**config.mk**
```make
export PLATFORM = sky130hd
export DESIGN_NAME = prot_status_unit
export DESIGN_NICKNAME = d
export VERILOG_FILES = /design/src/rtl/prot_status_pkg.sv /design/src/rtl/psu_cmd_arbiter.sv /design/src/rtl/psu_range_cmp.sv /design/src/rtl/psu_status_regs.sv /design/src/rtl/psu_busy_ctrl.sv /design/src/rtl/prot_status_unit.sv
export SDC_FILE = /design/constraint.sdc
export NUM_CORES = 1
export LEC_CHECK = 0
export CORE_AREA = 2 2 39 41
export CTS_BUF_LIST = sky130_fd_sc_hd__clkbuf_4 sky130_fd_sc_hd__clkbuf_8
export DETAILED_ROUTE_END_ITERATION = 7
export DIE_AREA = 0 0 41 43
export PLACE_DENSITY = 0.86
export RECOVER_POWER = 25
export SLEW_MARGIN = 20
export SYNTH_ARGS = -nofsm -noshare
export SYNTH_HDL_FRONTEND = slang
export SYNTH_HIERARCHICAL = 1
export SYNTH_SLANG_ARGS = --single-unit
export TNS_END_PERCENT = 20
```
**constraint.sdc**
```tcl
create_clock -name clk -period 4 [get_ports clk]
set_clock_uncertainty 0.15 [all_clocks]
set_input_delay 0.4 -clock clk [delete_from_list [all_inputs] [get_ports clk]]
set_output_delay 0.4 -clock clk [all_outputs]
set_load 0.02 [all_outputs]
```
**src/rtl/prot_status_pkg.sv**
```systemverilog
package prot_status_pkg;

    localparam int STAT_W = 8;

    typedef logic [1:0] bp_t;

    typedef enum logic [2:0] {
        CMD_NONE  = 3'd0,
        CMD_WREN  = 3'd1,
        CMD_WRDI  = 3'd2,
        CMD_WRSR  = 3'd3,
        CMD_WRITE = 3'd4
    } cmd_e;

    typedef struct packed {
        logic write;
        logic wrsr;
        logic wrdi;
        logic wren;
    } strobe_t;

    // Highest-priority strobe wins; lower ones in the same cycle are dropped.
    function automatic cmd_e pick_cmd(strobe_t s);
        if (s.write)     return CMD_WRITE;
        else if (s.wrsr) return CMD_WRSR;
        else if (s.wrdi) return CMD_WRDI;
        else if (s.wren) return CMD_WREN;
        else             return CMD_NONE;
    endfunction

    function automatic logic [STAT_W-1:0] pack_status(logic busy, bp_t bp, logic wen);
        if (busy) return '1;
        return {4'b0000, bp, wen, 1'b0};
    endfunction

endpackage

```
**src/rtl/psu_cmd_arbiter.sv**
```systemverilog
module psu_cmd_arbiter
    import prot_status_pkg::*;
(
    input  strobe_t strobes_i,
    input  logic    busy_i,
    input  logic    wp_i,
    input  logic    wen_i,
    input  logic    hit_i,
    output cmd_e    cmd_o
);

    cmd_e top_cmd;

    always_comb begin
        top_cmd = pick_cmd(strobes_i);
        cmd_o   = CMD_NONE;
        if (!busy_i) begin
            unique case (top_cmd)
                CMD_WRITE: if (wp_i && wen_i && !hit_i) cmd_o = CMD_WRITE;
                CMD_WRSR:  if (wp_i && wen_i)           cmd_o = CMD_WRSR;
                CMD_WRDI:  cmd_o = CMD_WRDI;
                CMD_WREN:  cmd_o = CMD_WREN;
                default:   cmd_o = CMD_NONE;
            endcase
        end
    end

endmodule

```
**src/rtl/psu_range_cmp.sv**
```systemverilog
module psu_range_cmp
    import prot_status_pkg::*;
#(
    parameter int ADDR_W = 11
) (
    input  bp_t               bp_i,
    input  logic [ADDR_W-1:0] addr_i,
    output logic              hit_o
);

    localparam logic [ADDR_W-1:0] TOP_QTR_BASE = ADDR_W'(3) << (ADDR_W - 2);
    localparam logic [ADDR_W-1:0] TOP_HALF_BASE = ADDR_W'(1) << (ADDR_W - 1);

    always_comb begin
        unique case (bp_i)
            2'b00:   hit_o = 1'b0;
            2'b01:   hit_o = (addr_i >= TOP_QTR_BASE);
            2'b10:   hit_o = (addr_i >= TOP_HALF_BASE);
            default: hit_o = 1'b1;
        endcase
    end

endmodule

```
**src/rtl/psu_status_regs.sv**
```systemverilog
module psu_status_regs
    import prot_status_pkg::*;
#(
    parameter bp_t BP_RST = 2'b00
) (
    input  logic clk,
    input  logic rst,
    input  cmd_e cmd_i,
    input  bp_t  bp_data_i,
    input  logic cycle_end_i,
    output logic wen_o,
    output bp_t  bp_o
);

    always_ff @(posedge clk) begin
        if (rst) begin
            wen_o <= 1'b0;
            bp_o  <= BP_RST;
        end else begin
            if (cycle_end_i)             wen_o <= 1'b0;
            else if (cmd_i == CMD_WREN)  wen_o <= 1'b1;
            else if (cmd_i == CMD_WRDI)  wen_o <= 1'b0;
            if (cmd_i == CMD_WRSR)       bp_o  <= bp_data_i;
        end
    end


    cyc_end_clears_wen_chk: assert property (@(posedge clk) disable iff (rst)
        cycle_end_i |=> !wen_o);


    bp_only_by_wrsr_chk: assert property (@(posedge clk) disable iff (rst)
        !$stable(bp_o) |-> $past(cmd_i == CMD_WRSR));

endmodule

```
**src/rtl/psu_busy_ctrl.sv**
```systemverilog
module psu_busy_ctrl
    import prot_status_pkg::*;
(
    input  logic clk,
    input  logic rst,
    input  cmd_e cmd_i,
    input  logic prog_done_i,
    output logic busy_o,
    output logic grant_o,
    output logic cycle_end_o
);

    assign cycle_end_o = busy_o & prog_done_i;

    always_ff @(posedge clk) begin
        if (rst) begin
            busy_o  <= 1'b0;
            grant_o <= 1'b0;
        end else begin
            if (cycle_end_o)
                busy_o <= 1'b0;
            else if (cmd_i == CMD_WRITE || cmd_i == CMD_WRSR)
                busy_o <= 1'b1;
            grant_o <= (cmd_i == CMD_WRITE);
        end
    end


    grant_in_busy_chk: assert property (@(posedge clk) disable iff (rst)
        grant_o |-> busy_o);


    grant_single_chk: assert property (@(posedge clk) disable iff (rst)
        grant_o |=> !grant_o);


    busy_hold_chk: assert property (@(posedge clk) disable iff (rst)
        busy_o && !prog_done_i |=> busy_o);

endmodule

```
**src/rtl/prot_status_unit.sv**
```systemverilog
module prot_status_unit
    import prot_status_pkg::*;
#(
    parameter int  ADDR_W = 11,
    parameter bp_t BP_RST = 2'b00
) (
    input  logic              clk,
    input  logic              rst,
    input  logic              wren_stb_i,
    input  logic              wrdi_stb_i,
    input  logic              wrsr_stb_i,
    input  logic [7:0]        wrsr_data_i,
    input  logic              write_stb_i,
    input  logic [ADDR_W-1:0] write_addr_i,
    input  logic              wp_i,
    input  logic              prog_done_i,
    output logic              write_grant_o,
    output logic              busy_o,
    output logic [7:0]        status_o
);

    strobe_t strobes;
    cmd_e    cmd;
    logic    wen_q;
    bp_t     bp_q;
    logic    prot_hit;
    logic    cycle_end;
    logic    unused_data_bits;

    assign strobes = '{write: write_stb_i, wrsr: wrsr_stb_i,
                       wrdi: wrdi_stb_i,   wren: wren_stb_i};
    assign unused_data_bits = ^{wrsr_data_i[7:4], wrsr_data_i[1:0]};

    psu_range_cmp #(.ADDR_W(ADDR_W)) u_range (
        .bp_i   (bp_q),
        .addr_i (write_addr_i),
        .hit_o  (prot_hit)
    );

    psu_cmd_arbiter u_arb (
        .strobes_i (strobes),
        .busy_i    (busy_o),
        .wp_i      (wp_i),
        .wen_i     (wen_q),
        .hit_i     (prot_hit),
        .cmd_o     (cmd)
    );

    psu_status_regs #(.BP_RST(BP_RST)) u_regs (
        .clk         (clk),
        .rst         (rst),
        .cmd_i       (cmd),
        .bp_data_i   (wrsr_data_i[3:2]),
        .cycle_end_i (cycle_end),
        .wen_o       (wen_q),
        .bp_o        (bp_q)
    );

    psu_busy_ctrl u_busy (
        .clk         (clk),
        .rst         (rst),
        .cmd_i       (cmd),
        .prog_done_i (prog_done_i),
        .busy_o      (busy_o),
        .grant_o     (write_grant_o),
        .cycle_end_o (cycle_end)
    );

    assign status_o = pack_status(busy_o, bp_q, wen_q);


    grant_qualified_chk: assert property (@(posedge clk) disable iff (rst)
        write_grant_o |-> $past(wp_i) && $past(wen_q) && !$past(prot_hit));


    busy_needs_enable_chk: assert property (@(posedge clk) disable iff (rst)
        $rose(busy_o) |-> $past(wen_q) && $past(wp_i));


    frozen_while_busy_chk: assert property (@(posedge clk) disable iff (rst)
        busy_o && !prog_done_i |=> $stable(wen_q) && $stable(bp_q));

endmodule

```
==> results of run 1 <==
==> registers in the layout, summed over array words and instances, names as in the netlist <==
| signal | count |
|---|---|
| u_regs/bp_o | 2 |
| u_busy/busy_o | 1 |
| u_busy/grant_o | 1 |
| u_regs/wen_o | 1 |
==> cells by family (layout without fill, tap and decap cells) <==
family / Yosys count / count (layout)
flip-flops: 5 / 5
buffers and inverters: 6 / 26
multiplexers: 2 / 2
AO/OA/AOI/OAI: 7 / 7
AND/OR/NAND/NOR: 18 / 18
==> worst min-delay path: stages (launching register included) <==
cell and delay [ns]:
sky130_fd_sc_hd__dfxtp_1 0.34, sky130_fd_sc_hd__mux2i_1 0.08, sky130_fd_sc_hd__nor2_1 0.08
==> final cells by class <==
class | instances | share of cell area, %
well taps | 16 | 3.556
clock buffers | 4 | 5.333
inverters | 1 | 0.6667
multi-input cells | 27 | 35.33
repair buffers | 21 | 37.33
flip-flops and latches | 5 | 17.78
==> cells in the mapped netlist, types with 2 or more instances <==
cell type                  n
sky130_fd_sc_hd__nand3_1   2
sky130_fd_sc_hd__nor2_1    3
sky130_fd_sc_hd__buf_4     5
sky130_fd_sc_hd__or3b_1    2
sky130_fd_sc_hd__mux2i_1   2
sky130_fd_sc_hd__nand3b_1  2
sky130_fd_sc_hd__a211oi_2  2
sky130_fd_sc_hd__or2_1     3
sky130_fd_sc_hd__dfxtp_1   5
==> stage by stage <==
step           instances  worst slack (ns)  power [mW]  util (%)  hold slack [ns]
3_5_place_dp          70             1.674     0.07947     38.52           0.3744
5_1_grt               74             1.635      0.1530     40.69           0.4182
6_report              74             1.798      0.1452     40.69           0.3878
3_3_place_gp          70             1.702     0.07896     38.52           0.3663
2_1_floorplan         38             2.244     0.06289         -           0.3146
4_1_cts               74             1.859      0.1488     40.69           0.3877
==> power by group through the flow <==
stage	Combinational, mW	Clock [mW]	Sequential (mW)
floorplan	0.00988	0	0.0530
global placement	0.0261	0	0.0529
detailed placement	0.0265	0	0.0529
CTS	0.0268	0.0701	0.0519
global route	0.0280	0.0728	0.0522
finish	0.0263	0.0670	0.0519
==> worst paths after layout <==
path             startpoint        endpoint  slack (ns)  cells past startpoint
min reg2reg  u_regs/bp_o[1]  u_regs/bp_o[1]        0.39                      2
min          u_regs/bp_o[1]  u_regs/bp_o[1]        0.39                      2
max              wrdi_stb_i  u_regs/bp_o[1]        1.80                      6
max reg2reg  u_regs/bp_o[0]   u_busy/busy_o        2.19                      6
==> routing by layer <==
| layer | vias up | global-route usage, % | share of wire, % |
|---|---|---|---|
| met1 | 160 | 11.00 | 39 |
| met5 | - | 0 | 0 |
| met4 | 0 | 8.000 | 0 |
| met3 | 0 | 3.141 | 7.2 |
| li1 | 173 | - | - |
| met2 | 14 | 17.19 | 53 |
==> impl_metrics.sql, run 1 <==
INSERT INTO impl_metrics (metric_group, metric, value, unit) VALUES
('outcome', 'status', 'complete, no violations', ''),
('grt', 'grt_pass1_wl', '1269', 'um'),
('die', 'pin_count', '37', ''),
('min_path', 'min_path_type', 'reg -> reg', ''),
('setup_path', 'crit_arrival', '2.18', 'ns'),
('synth', 'ys_top_cells_by_area', 'sky130_fd_sc_hd__dfxtp_1, sky130_fd_sc_hd__buf_4, sky130_fd_sc_hd__a211oi_2', ''),
('setup_path', 'critPathSlowestCell', 'sky130_fd_sc_hd__dlygate4sd3_1', ''),
('drt', 'route.antenna.remaining_nets', '0', ''),
('grt', 'antenna_found_initial', '0', ''),
('synth', 'synth-adder-area-share', '0', '%'),
('placed_design', 'detailed_place.area', '533.0', 'sq um'),
('setup_path', 'delay_heaviest_family_cp', 'simple AND/OR/NAND/NOR gates', ''),
('final_layout', 'num-fill-cells', '150', ''),
('synth', 'synth_largest_type_area_fraction', '29.41', '%'),
('drt', 'initialDrtViolationCount', '10', ''),
('sta', 'max_slew.worst_pin.slew', '0.5600', 'ns'),
('die', 'number_of_core_rows', '14', ''),
('grt', 'grt-ovfl-total', '0', ''),
('power_and_ir_drop', 'power_frac_clock', '46.1', '%'),
('synth', 'synth.cell_area', '340.3', 'sq um'),
('synth', 'number_of_distinct_library_cell_variants_in_the_gate_level_netlist_after_synthesis', '21', ''),
('clock_network', 'cts.clk_slew.worst_paths', '0.05', 'ns'),
('die', 'initial_utilization', '24.59', '%'),
('sta', 'finalCritPeriodShare', '55.06', '%'),
('sta', 'fin_tns_setup', '0', 'ns'),
('drt', 'drt-pass1-iter-count', '4', ''),
('synth', 'synth_xor_xnor_area_share', '0', '%'),
('sta', 'max_clock_freq', '454.1', 'MHz'),
('synth', 'synth_top_cell_by_area', 'sky130_fd_sc_hd__dfxtp_1', ''),
('sta', 'hold_violations', '0', ''),
('clock_network', 'clock_path_buffers', '2', ''),
('sta', 'finalMaxSlewViolations', '0', ''),
('synth', 'most_used_dff_post_synth', 'sky130_fd_sc_hd__dfxtp_1', ''),
('final_layout', 'layout_commonest_cell', 'sky130_fd_sc_hd__clkdlybuf4s50_1', ''),
('placed_design', 'port_buffers', '21', ''),
('final_layout', 'antenna_cells_inserted', '0', ''),
('synth', 'syn-mean-instance-area', '8.956', 'sq um'),
('synth', 'postSynthNetCount', '65', ''),
('synth', 'synth_compound_area_share', '19.12', '%'),
('clock_network', 'number_of_gates_given_a_new_drive_strength_after_cts', '0', ''),
('final_layout', 'final_area', '563.0', 'sq um'),
('die', 'core-area', '1384', 'sq um'),
('drt', 'via_count', '347', ''),
('setup_path', 'crit_path_start_kind', 'input pin', ''),
('drt', 'via_per_inst', '4.689', ''),
('clock_network', 'cts_max_level', '1', ''),
('drt', 'avgRoutedWirePerCell', '11.22', 'um'),
('power_and_ir_drop', 'cellInternalPower', '0.1117', 'mW'),
('drt', 'route.detailed.drc', '0', ''),
('synth', 'ys_async_sr_fraction', '0', '%'),
('final_layout', 'nets_final', '86', ''),
('power_and_ir_drop', 'p_per_area', '257.9', 'nW/um^2'),
('synth', 'syn-instance-count', '38', ''),
('setup_path', 'critical_path_class', 'in -> reg', ''),
('power_and_ir_drop', 'switching_portion_of_total_power', '23.10', '%'),
('setup_path', 'crit_buf_inv', '1', ''),
('sta', 'setup_repair_after_global_routing_missed_its_margin', 'no', ''),
('sta', 'crit_path_time_final', '2.202', 'ns'),
('grt', 'grt_start_max_net_pins', '15', ''),
('die', 'die_w', '41', 'um'),
('power_and_ir_drop', 'pwr-share-seq', '35.8', '%'),
('power_and_ir_drop', 'combPwrFrac', '18.1', '%'),
('clock_network', 'cts.repair_timing.setup_buffer_count', '0', ''),
('setup_path', 'critPathMaxStageDelay', '0.55', 'ns'),
('synth', 'ys_seq_elements', '5', ''),
('final_layout', 'share_of_final_layout_standard_cells_stronger_than_drive_strength_1', '12.07', '%'),
('clock_network', 'worstSkewPairLatency', '0.24', 'ns'),
('grt', 'gr-usage-all-layers', '10.76', '%'),
('placed_design', 'gp_routability_congestion', '0.7587', ''),
('synth', 'synth-edff-count', '0', ''),
('grt', 'first_global_vias', '333', '');
Note: power is estimated with default switching activity, not from simulation.
==> run 2: changes to the inputs <==
Settings changed: CORE_AREA 2 2 39 41 to not set, CORE_MARGIN set to 2, CORE_UTILIZATION set to 25, DIE_AREA 0 0 41 43 to not set, PLACE_DENSITY 0.86 to 0.87.
Clock period 4 ns to 2 ns, I/O delays scaled along.
==> run 2 against run 1 <==
Sequential power grew 100%; register-to-register slack lost 2.0 ns; core utilization grew 4.9 points; combinational power grew 110%; routed wire length shrank 1.4%; critical path type unchanged.
==> impl_metrics.sql, run 2 (same netlist as run 1, synthesis figures left out) <==
INSERT INTO impl_metrics (metric_group, metric, value, unit) VALUES
('clock_network', 'cts_tree', 'yes', ''),
('power_and_ir_drop', 'switching_portion_of_total_power', '21.02', '%'),
('setup_path', 'crit_path_start_kind', 'input pin', ''),
('clock_network', 'worstSkewPairLatency', '0.24', 'ns'),
('sta', 'relSlewSlack', '78.15', '%'),
('drt', 'via_per_inst', '4.461', ''),
('final_layout', 'flow.area_growth_from_synthesis', '72.06', '%'),
('power_and_ir_drop', 'power_frac_clock', '44.0', '%'),
('grt', 'gr-usage-all-layers', '10.14', '%'),
('job', 'max_cap_viol_count', '0', ''),
('grt', 'antenna_found_initial', '0', ''),
('clock_network', 'numClockSinks', '5', ''),
('setup_path', 'worst_r2r_endpoint', 'u_busy/busy_o', ''),
('setup_path', 'reg2regPathDepth', '6', ''),
('die', 'initial_utilization', '26.48', '%'),
('placed_design', 'place_inst', '72', ''),
('power_and_ir_drop', 'combPwrFrac', '19.6', '%'),
('clock_network', 'clock_path_buffers', '2', ''),
('die', 'die_area', '1672', 'sq um'),
('final_layout', 'layout_commonest_cell', 'sky130_fd_sc_hd__clkdlybuf4s50_1', ''),
('final_layout', 'flip_flop_count_of_the_largest_register_after_layout', '2', ''),
('sta', 'crit_path_time_final', '1.862', 'ns'),
('grt', 'grt_start_max_net_pins', '15', ''),
('grt', 'grt_pass1_wl', '1076', 'um'),
('min_path', 'min_path_type', 'reg -> reg', ''),
('placed_design', 'detailed_place.area', '554.3', 'sq um'),
('drt', 'avgRoutedWirePerCell', '10.76', 'um'),
('final_layout', 'final_core_utilization', '45.57', '%'),
('drt', 'initialDrtViolationCount', '2', ''),
('sta', 'max_clock_freq', '537.0', 'MHz'),
('final_layout', 'largest_register', 'u_regs/bp_o', ''),
('clock_network', 'cts_root_buf', 'sky130_fd_sc_hd__clkbuf_4', ''),
('sta', 'count_of_endpoints_failing_setup_in_the_final_report', '0', ''),
('setup_path', 'critPathMaxStageDelay', '0.42', 'ns'),
('final_layout', 'nets_final', '89', ''),
('drt', 'route.detailed.drc', '0', ''),
('sta', 'hold_ws', '0.3696', 'ns'),
('grt', 'grt-ovfl-total', '0', ''),
('min_path', 'worst_hold_startpoint', 'u_regs/bp_o[1]', ''),
('die', 'die_y', '40.90', 'um'),
('setup_path', 'required', '1.99', 'ns'),
('final_layout', 'final_cell_count_no_fill', '76', ''),
('outcome', 'status', 'complete, no violations', ''),
('power_and_ir_drop', 'cellInternalPower', '0.2265', 'mW'),
('setup_path', 'critical_path_class', 'in -> reg', ''),
('sta', 'setup_repair_after_global_routing_missed_its_margin', 'no', ''),
('die', 'pin_count', '37', ''),
('min_path', 'whs_path_cells', '2', ''),
('power_and_ir_drop', 'switching_power', '0.06028', 'mW'),
('sta', 'max_slew.worst_pin.slew', '0.3271', 'ns'),
('drt', 'drt-pass1-iter-count', '2', ''),
('setup_path', 'critPathSlowestCell', 'sky130_fd_sc_hd__clkdlybuf4s50_1', ''),
('placed_design', 'gp_routability_congestion', '0.6973', ''),
('sta', 'hold_violations', '0', ''),
('setup_path', 'crit_arrival', '1.85', 'ns'),
('clock_network', 'cts_buf_count', '3', ''),
('setup_path', 'setup.reg_to_reg.worst_slack', '0.19', 'ns'),
('setup_path', 'worst_r2r_startpoint', 'u_regs/bp_o[0]', ''),
('sta', 'fin_ws', '0.1380', 'ns'),
('setup_path', 'worstPathMaxFanout', '6', ''),
('sta', 'finalCritPeriodShare', '93.10', '%'),
('die', 'core-area', '1285', 'sq um'),
('clock_network', 'cts_max_level', '1', ''),
('final_layout', 'antenna_cells_inserted', '0', ''),
('die', 'die_w', '40.90', 'um'),
('setup_path', 'sequence_of_cells_on_the_critical_path', 'clkdlybuf4s50_1, o21ai_1, nand2_1, nand4b_1, nor2_1, or3b_1, a311oi_2', ''),
('setup_path', 'end_kind', 'flop', ''),
('drt', 'route.antenna.remaining_nets', '0', ''),
('die', 'number_of_core_rows', '13', ''),
('sta', 'finalMaxSlewViolations', '0', ''),
('final_layout', 'share_of_final_layout_standard_cells_stronger_than_drive_strength_1', '18.03', '%'),
('placed_design', 'port_buffers', '21', ''),
('placed_design', 'pre_cts_ws', '-0.1302', 'ns'),
('power_and_ir_drop', 'p_per_area', '489.7', 'nW/um^2'),
('final_layout', 'mostFrequentLayoutCells', 'sky130_fd_sc_hd__clkdlybuf4s50_1, sky130_fd_sc_hd__clkbuf_4, sky130_fd_sc_hd__dfxtp_1', ''),
('setup_path', 'setup.worst_path.start', 'write_addr_i[10]', ''),
('grt', 'first_global_vias', '289', ''),
('power_and_ir_drop', 'p_leak', '0.2382', 'nW'),
('power_and_ir_drop', 'pwr-share-seq', '36.4', '%'),
('final_layout', 'final_area', '585.6', 'sq um'),
('clock_network', 'cts.clk_slew.worst_paths', '0.04', 'ns'),
('drt', 'drt_wl_total', '818', 'um'),
('drt', 'via_count', '339', ''),
('power_and_ir_drop', 'largest_voltage_drop_on_the_vdd_net', '0.0004825', 'V'),
('clock_network', 'cts.repair_timing.setup_buffer_count', '0', ''),
('setup_path', 'crit_path_end', 'u_busy/busy_o', '');
run 2: cell count changes in the layout (fill, tap and decap cells not counted):
cell                              delta
sky130_fd_sc_hd__dfxtp_1             -1
sky130_fd_sc_hd__clkdlybuf4s50_1     +1
sky130_fd_sc_hd__dfxtp_2             +1
sky130_fd_sc_hd__buf_4               +3
sky130_fd_sc_hd__dlygate4sd3_1       -1
run 2: worst max-delay path, delay by kind of cell:
kind / cells / cell delay [ns]
and+or+nand+nor: 4 / 0.88
buffers and inverters: 1 / 0.42
AOI/OAI and AO/OA: 2 / 0.37
run 2: metrics by stage:
stage | TNS, ns | total power, mW
after global routing | 0 | 0.3003
after detailed placement | -0.3006 | 0.1624
after floorplan | 0 | 0.1258
after CTS | 0 | 0.2931
final | 0 | 0.2868
after global placement | -0.1578 | 0.1617
run 2: power by group through the flow:
stage | combinational [mW] | clock, mW | sequential (mW)
final | 0.0562 | 0.126 | 0.104
after global routing | 0.0604 | 0.135 | 0.105
after CTS | 0.0568 | 0.132 | 0.104
after detailed placement | 0.0565 | 0 | 0.106
after global placement | 0.0559 | 0 | 0.106
after floorplan | 0.0198 | 0 | 0.106
run 2: worst min-delay path by stage:
stage,slack (ns),end
finish,0.37,u_regs/bp_o[1]
floorplan,0.11,u_regs/wen_o
detailed placement,0.37,u_regs/bp_o[1]
global route,0.44,u_regs/bp_o[1]
CTS,0.38,u_regs/bp_o[1]
global placement,0.36,u_regs/bp_o[1]
run 2: metal layers:
metal / part of all wire (%) / track usage [%] / wire (um)
met5: 0 / 0 / 0
met4: 0 / 5.000 / 0
met3: 7.8 / 4.891 / 64
met2: 44 / 14.45 / 363
met1: 48 / 12.50 / 390
run 2: layout make-up:
cell class                      count  area [sq um]
Clock buffer                        4         30.03
Fill cell                         120         699.4
Inverter                            1         3.754
Tap cell                           15         18.77
Sequential cell                     5         101.3
Timing Repair Buffer               24         232.7
Multi-Input combinational cell     27         198.9
run 2: timing repair:
| action | 4_1_cts | 5_1_grt |
|---|---|---|
| hold buffers | 0 | 0 |
| resized for setup | 0 | 1 |
| endpoints found under the setup margin | 0 | 1 |
==> run 3: changes to the inputs <==
Settings changed: CELL_PAD_IN_SITES_DETAIL_PLACEMENT set to 1, CELL_PAD_IN_SITES_GLOBAL_PLACEMENT set to 1, CORE_UTILIZATION 25 to 16.
==> run 3 against run 2 <==
Combinational power is 2% higher; clock power grew 5%; power is 2.5% higher; core utilization down 15 points; fmax increased by 0.78%; sequential power is essentially flat; flip-flop and latch count stayed put; critical path depth shrank 1; global-route usage shrank 2.0 points; worst setup slack gained 0.014 ns; cell area grew 3.0%; sequential share of layout area fell by 0.50 points; critical path type unchanged.
==> impl_metrics.sql, run 3 (same netlist as run 1, synthesis figures left out) <==
INSERT INTO impl_metrics (metric_group, metric, value, unit) VALUES
('grt', 'grt_start_max_net_pins', '15', ''),
('clock_network', 'worstSkewPairLatency', '0.24', 'ns'),
('placed_design', 'place_inst', '84', ''),
('drt', 'via_per_inst', '3.932', ''),
('sta', 'hold_violations', '0', ''),
('setup_path', 'required', '1.98', 'ns'),
('drt', 'route.antenna.remaining_nets', '0', ''),
('min_path', 'worst_hold_startpoint', 'u_regs/bp_o[1]', ''),
('setup_path', 'critical_path_class', 'in -> reg', ''),
('sta', 'max_slew.worst_pin.slew', '0.3234', 'ns'),
('setup_path', 'end_kind', 'flop', ''),
('final_layout', 'mostFrequentLayoutCells', 'sky130_fd_sc_hd__clkdlybuf4s50_1, sky130_fd_sc_hd__clkbuf_4, sky130_fd_sc_hd__dfxtp_1', ''),
('clock_network', 'cts_root_buf', 'sky130_fd_sc_hd__clkbuf_4', ''),
('power_and_ir_drop', 'largest_voltage_drop_on_the_vdd_net', '0.0002409', 'V'),
('final_layout', 'antenna_cells_inserted', '0', ''),
('setup_path', 'worst_r2r_endpoint', 'u_busy/busy_o', ''),
('placed_design', 'pre_cts_ws', '-0.1161', 'ns'),
('drt', 'avgRoutedWirePerCell', '10.92', 'um'),
('clock_network', 'cts_buf_count', '3', ''),
('sta', 'relSlewSlack', '78.40', '%'),
('final_layout', 'nets_final', '89', ''),
('final_layout', 'final_cell_count_no_fill', '88', ''),
('final_layout', 'largest_register', 'u_regs/bp_o', ''),
('setup_path', 'sequence_of_cells_on_the_critical_path', 'clkdlybuf4s50_1, or3b_1, a211oi_2, nand3b_1, mux2i_1, nor2_1', ''),
('power_and_ir_drop', 'total_power', '0.2939', 'mW'),
('power_and_ir_drop', 'p_leak', '0.2376', 'nW'),
('die', 'number_of_core_rows', '16', ''),
('min_path', 'min_path_type', 'reg -> reg', ''),
('setup_path', 'critPathSlowestCell', 'sky130_fd_sc_hd__clkdlybuf4s50_1', ''),
('setup_path', 'setup.worst_path.start', 'wrdi_stb_i', ''),
('sta', 'fin_ws', '0.1524', 'ns'),
('die', 'die_area', '2512', 'sq um'),
('sta', 'finalMaxSlewViolations', '0', ''),
('clock_network', 'cts_tree', 'yes', ''),
('clock_network', 'cts_max_level', '1', ''),
('die', 'core-area', '1982', 'sq um'),
('grt', 'antenna_found_initial', '0', ''),
('power_and_ir_drop', 'p_per_area', '487.4', 'nW/um^2'),
('final_layout', 'share_of_final_layout_standard_cells_stronger_than_drive_strength_1', '19.67', '%'),
('final_layout', 'final_area', '603.1', 'sq um'),
('power_and_ir_drop', 'switching_power', '0.06700', 'mW'),
('setup_path', 'worstPathMaxFanout', '5', ''),
('sta', 'setup_repair_after_global_routing_missed_its_margin', 'no', ''),
('job', 'max_cap_viol_count', '0', ''),
('clock_network', 'numClockSinks', '5', ''),
('sta', 'finalCritPeriodShare', '92.38', '%'),
('setup_path', 'setup.reg_to_reg.worst_slack', '0.25', 'ns'),
('drt', 'initialDrtViolationCount', '3', ''),
('die', 'pin_count', '37', ''),
('drt', 'drt-pass1-iter-count', '2', ''),
('die', 'initial_utilization', '17.17', '%'),
('power_and_ir_drop', 'power_frac_clock', '45.1', '%'),
('drt', 'drt_wl_total', '961', 'um'),
('clock_network', 'cts.clk_slew.worst_paths', '0.05', 'ns'),
('setup_path', 'crit_path_start_kind', 'input pin', ''),
('placed_design', 'gp_routability_congestion', '0.6286', ''),
('power_and_ir_drop', 'pwr-share-seq', '35.5', '%'),
('clock_network', 'cts.repair_timing.setup_buffer_count', '0', ''),
('grt', 'first_global_vias', '341', ''),
('placed_design', 'dp_hpwl', '765.7', 'um'),
('grt', 'grt_pass1_wl', '1538', 'um'),
('grt', 'grt-ovfl-total', '0', ''),
('power_and_ir_drop', 'cellInternalPower', '0.2269', 'mW'),
('die', 'die_y', '50.12', 'um'),
('outcome', 'status', 'complete, no violations', ''),
('sta', 'max_clock_freq', '541.2', 'MHz'),
('setup_path', 'crit_arrival', '1.83', 'ns'),
('clock_network', 'clock_path_buffers', '2', ''),
('final_layout', 'flow.area_growth_from_synthesis', '77.21', '%'),
('drt', 'route.detailed.drc', '0', ''),
('drt', 'via_count', '346', ''),
('final_layout', 'flip_flop_count_of_the_largest_register_after_layout', '2', ''),
('final_layout', 'layout_commonest_cell', 'sky130_fd_sc_hd__clkdlybuf4s50_1', ''),
('sta', 'count_of_endpoints_failing_setup_in_the_final_report', '0', ''),
('power_and_ir_drop', 'switching_portion_of_total_power', '22.80', '%'),
('placed_design', 'detailed_place.area', '569.3', 'sq um'),
('placed_design', 'port_buffers', '21', ''),
('setup_path', 'critPathMaxStageDelay', '0.43', 'ns'),
('power_and_ir_drop', 'combPwrFrac', '19.5', '%'),
('min_path', 'min_to', 'u_regs/bp_o[1]', ''),
('die', 'die_w', '50.12', 'um'),
('sta', 'crit_path_time_final', '1.848', 'ns'),
('grt', 'gr-usage-all-layers', '8.171', '%'),
('setup_path', 'worst_r2r_startpoint', 'u_regs/bp_o[0]', ''),
('setup_path', 'reg2regPathDepth', '6', ''),
('clock_network', 'holdBufCountCts', '0', ''),
('min_path', 'whs_path_cells', '2', ''),
('clock_network', 'number_of_gates_given_a_new_drive_strength_after_cts', '0', '');
-- run 3: cell types whose count changed in the layout (fill, tap and decap cells not counted) --
cell                     previous run  this run
sky130_fd_sc_hd__nor2_1             3         2
sky130_fd_sc_hd__nor2_2             0         1
-- run 3: final cells by class --
cell class	count	area, sq um
Multi-Input combinational cell	27	201.4
Clock buffer	4	30.03
Fill cell	232	1379
Tap cell	27	33.78
Sequential cell	5	101.3
Timing Repair Buffer	24	232.7
Inverter	1	3.754
-- run 3: critical path: cells and delay by family --
family | cells | cell delay (ns)
buffers and inverters | 1 | 0.43
multiplexers | 1 | 0.19
AO/OA/AOI/OAI | 1 | 0.36
AND/OR/NAND/NOR | 3 | 0.65
-- run 3: per-layer routing --
metal	share of wire [%]	track usage, %	vias up
met1	45	10.60	158
met4	0	5.556	0
met5	0	0	-
li1	-	-	178
met2	51	11.62	10
met3	4.0	2.121	0
-- run 3: how the worst max path moves through the flow --
| stage | to | slack [ns] | cells past startpoint |
|---|---|---|---|
| after floorplan | u_busy/busy_o | 0.37 | 6 |
| after global placement | u_regs/bp_o[1] | -0.04 | 6 |
| after detailed placement | u_regs/bp_o[1] | -0.12 | 6 |
| after CTS | status_o[1] | 0.04 | 2 |
| after global routing | u_regs/bp_o[0] | 0.05 | 6 |
| final | u_regs/bp_o[1] | 0.15 | 6 |
-- run 3: power groups by stage --
stage | sequential, mW | combinational [mW] | clock, mW
final | 0.104 | 0.0573 | 0.132
after global routing | 0.105 | 0.0611 | 0.147
after CTS | 0.104 | 0.0582 | 0.141
after detailed placement | 0.106 | 0.0577 | 0
after global placement | 0.106 | 0.0562 | 0
after floorplan | 0.106 | 0.0198 | 0
-- run 3: through the flow --
step,hold slack (ns),setup TNS [ns],utilization [%]
after floorplan,0.1146,0,-
after global placement,0.3609,-0.1563,28.72
after detailed placement,0.3641,-0.4531,28.72
after CTS,0.3753,0,30.24
after global routing,0.4516,0,30.43
final,0.3775,0,30.43
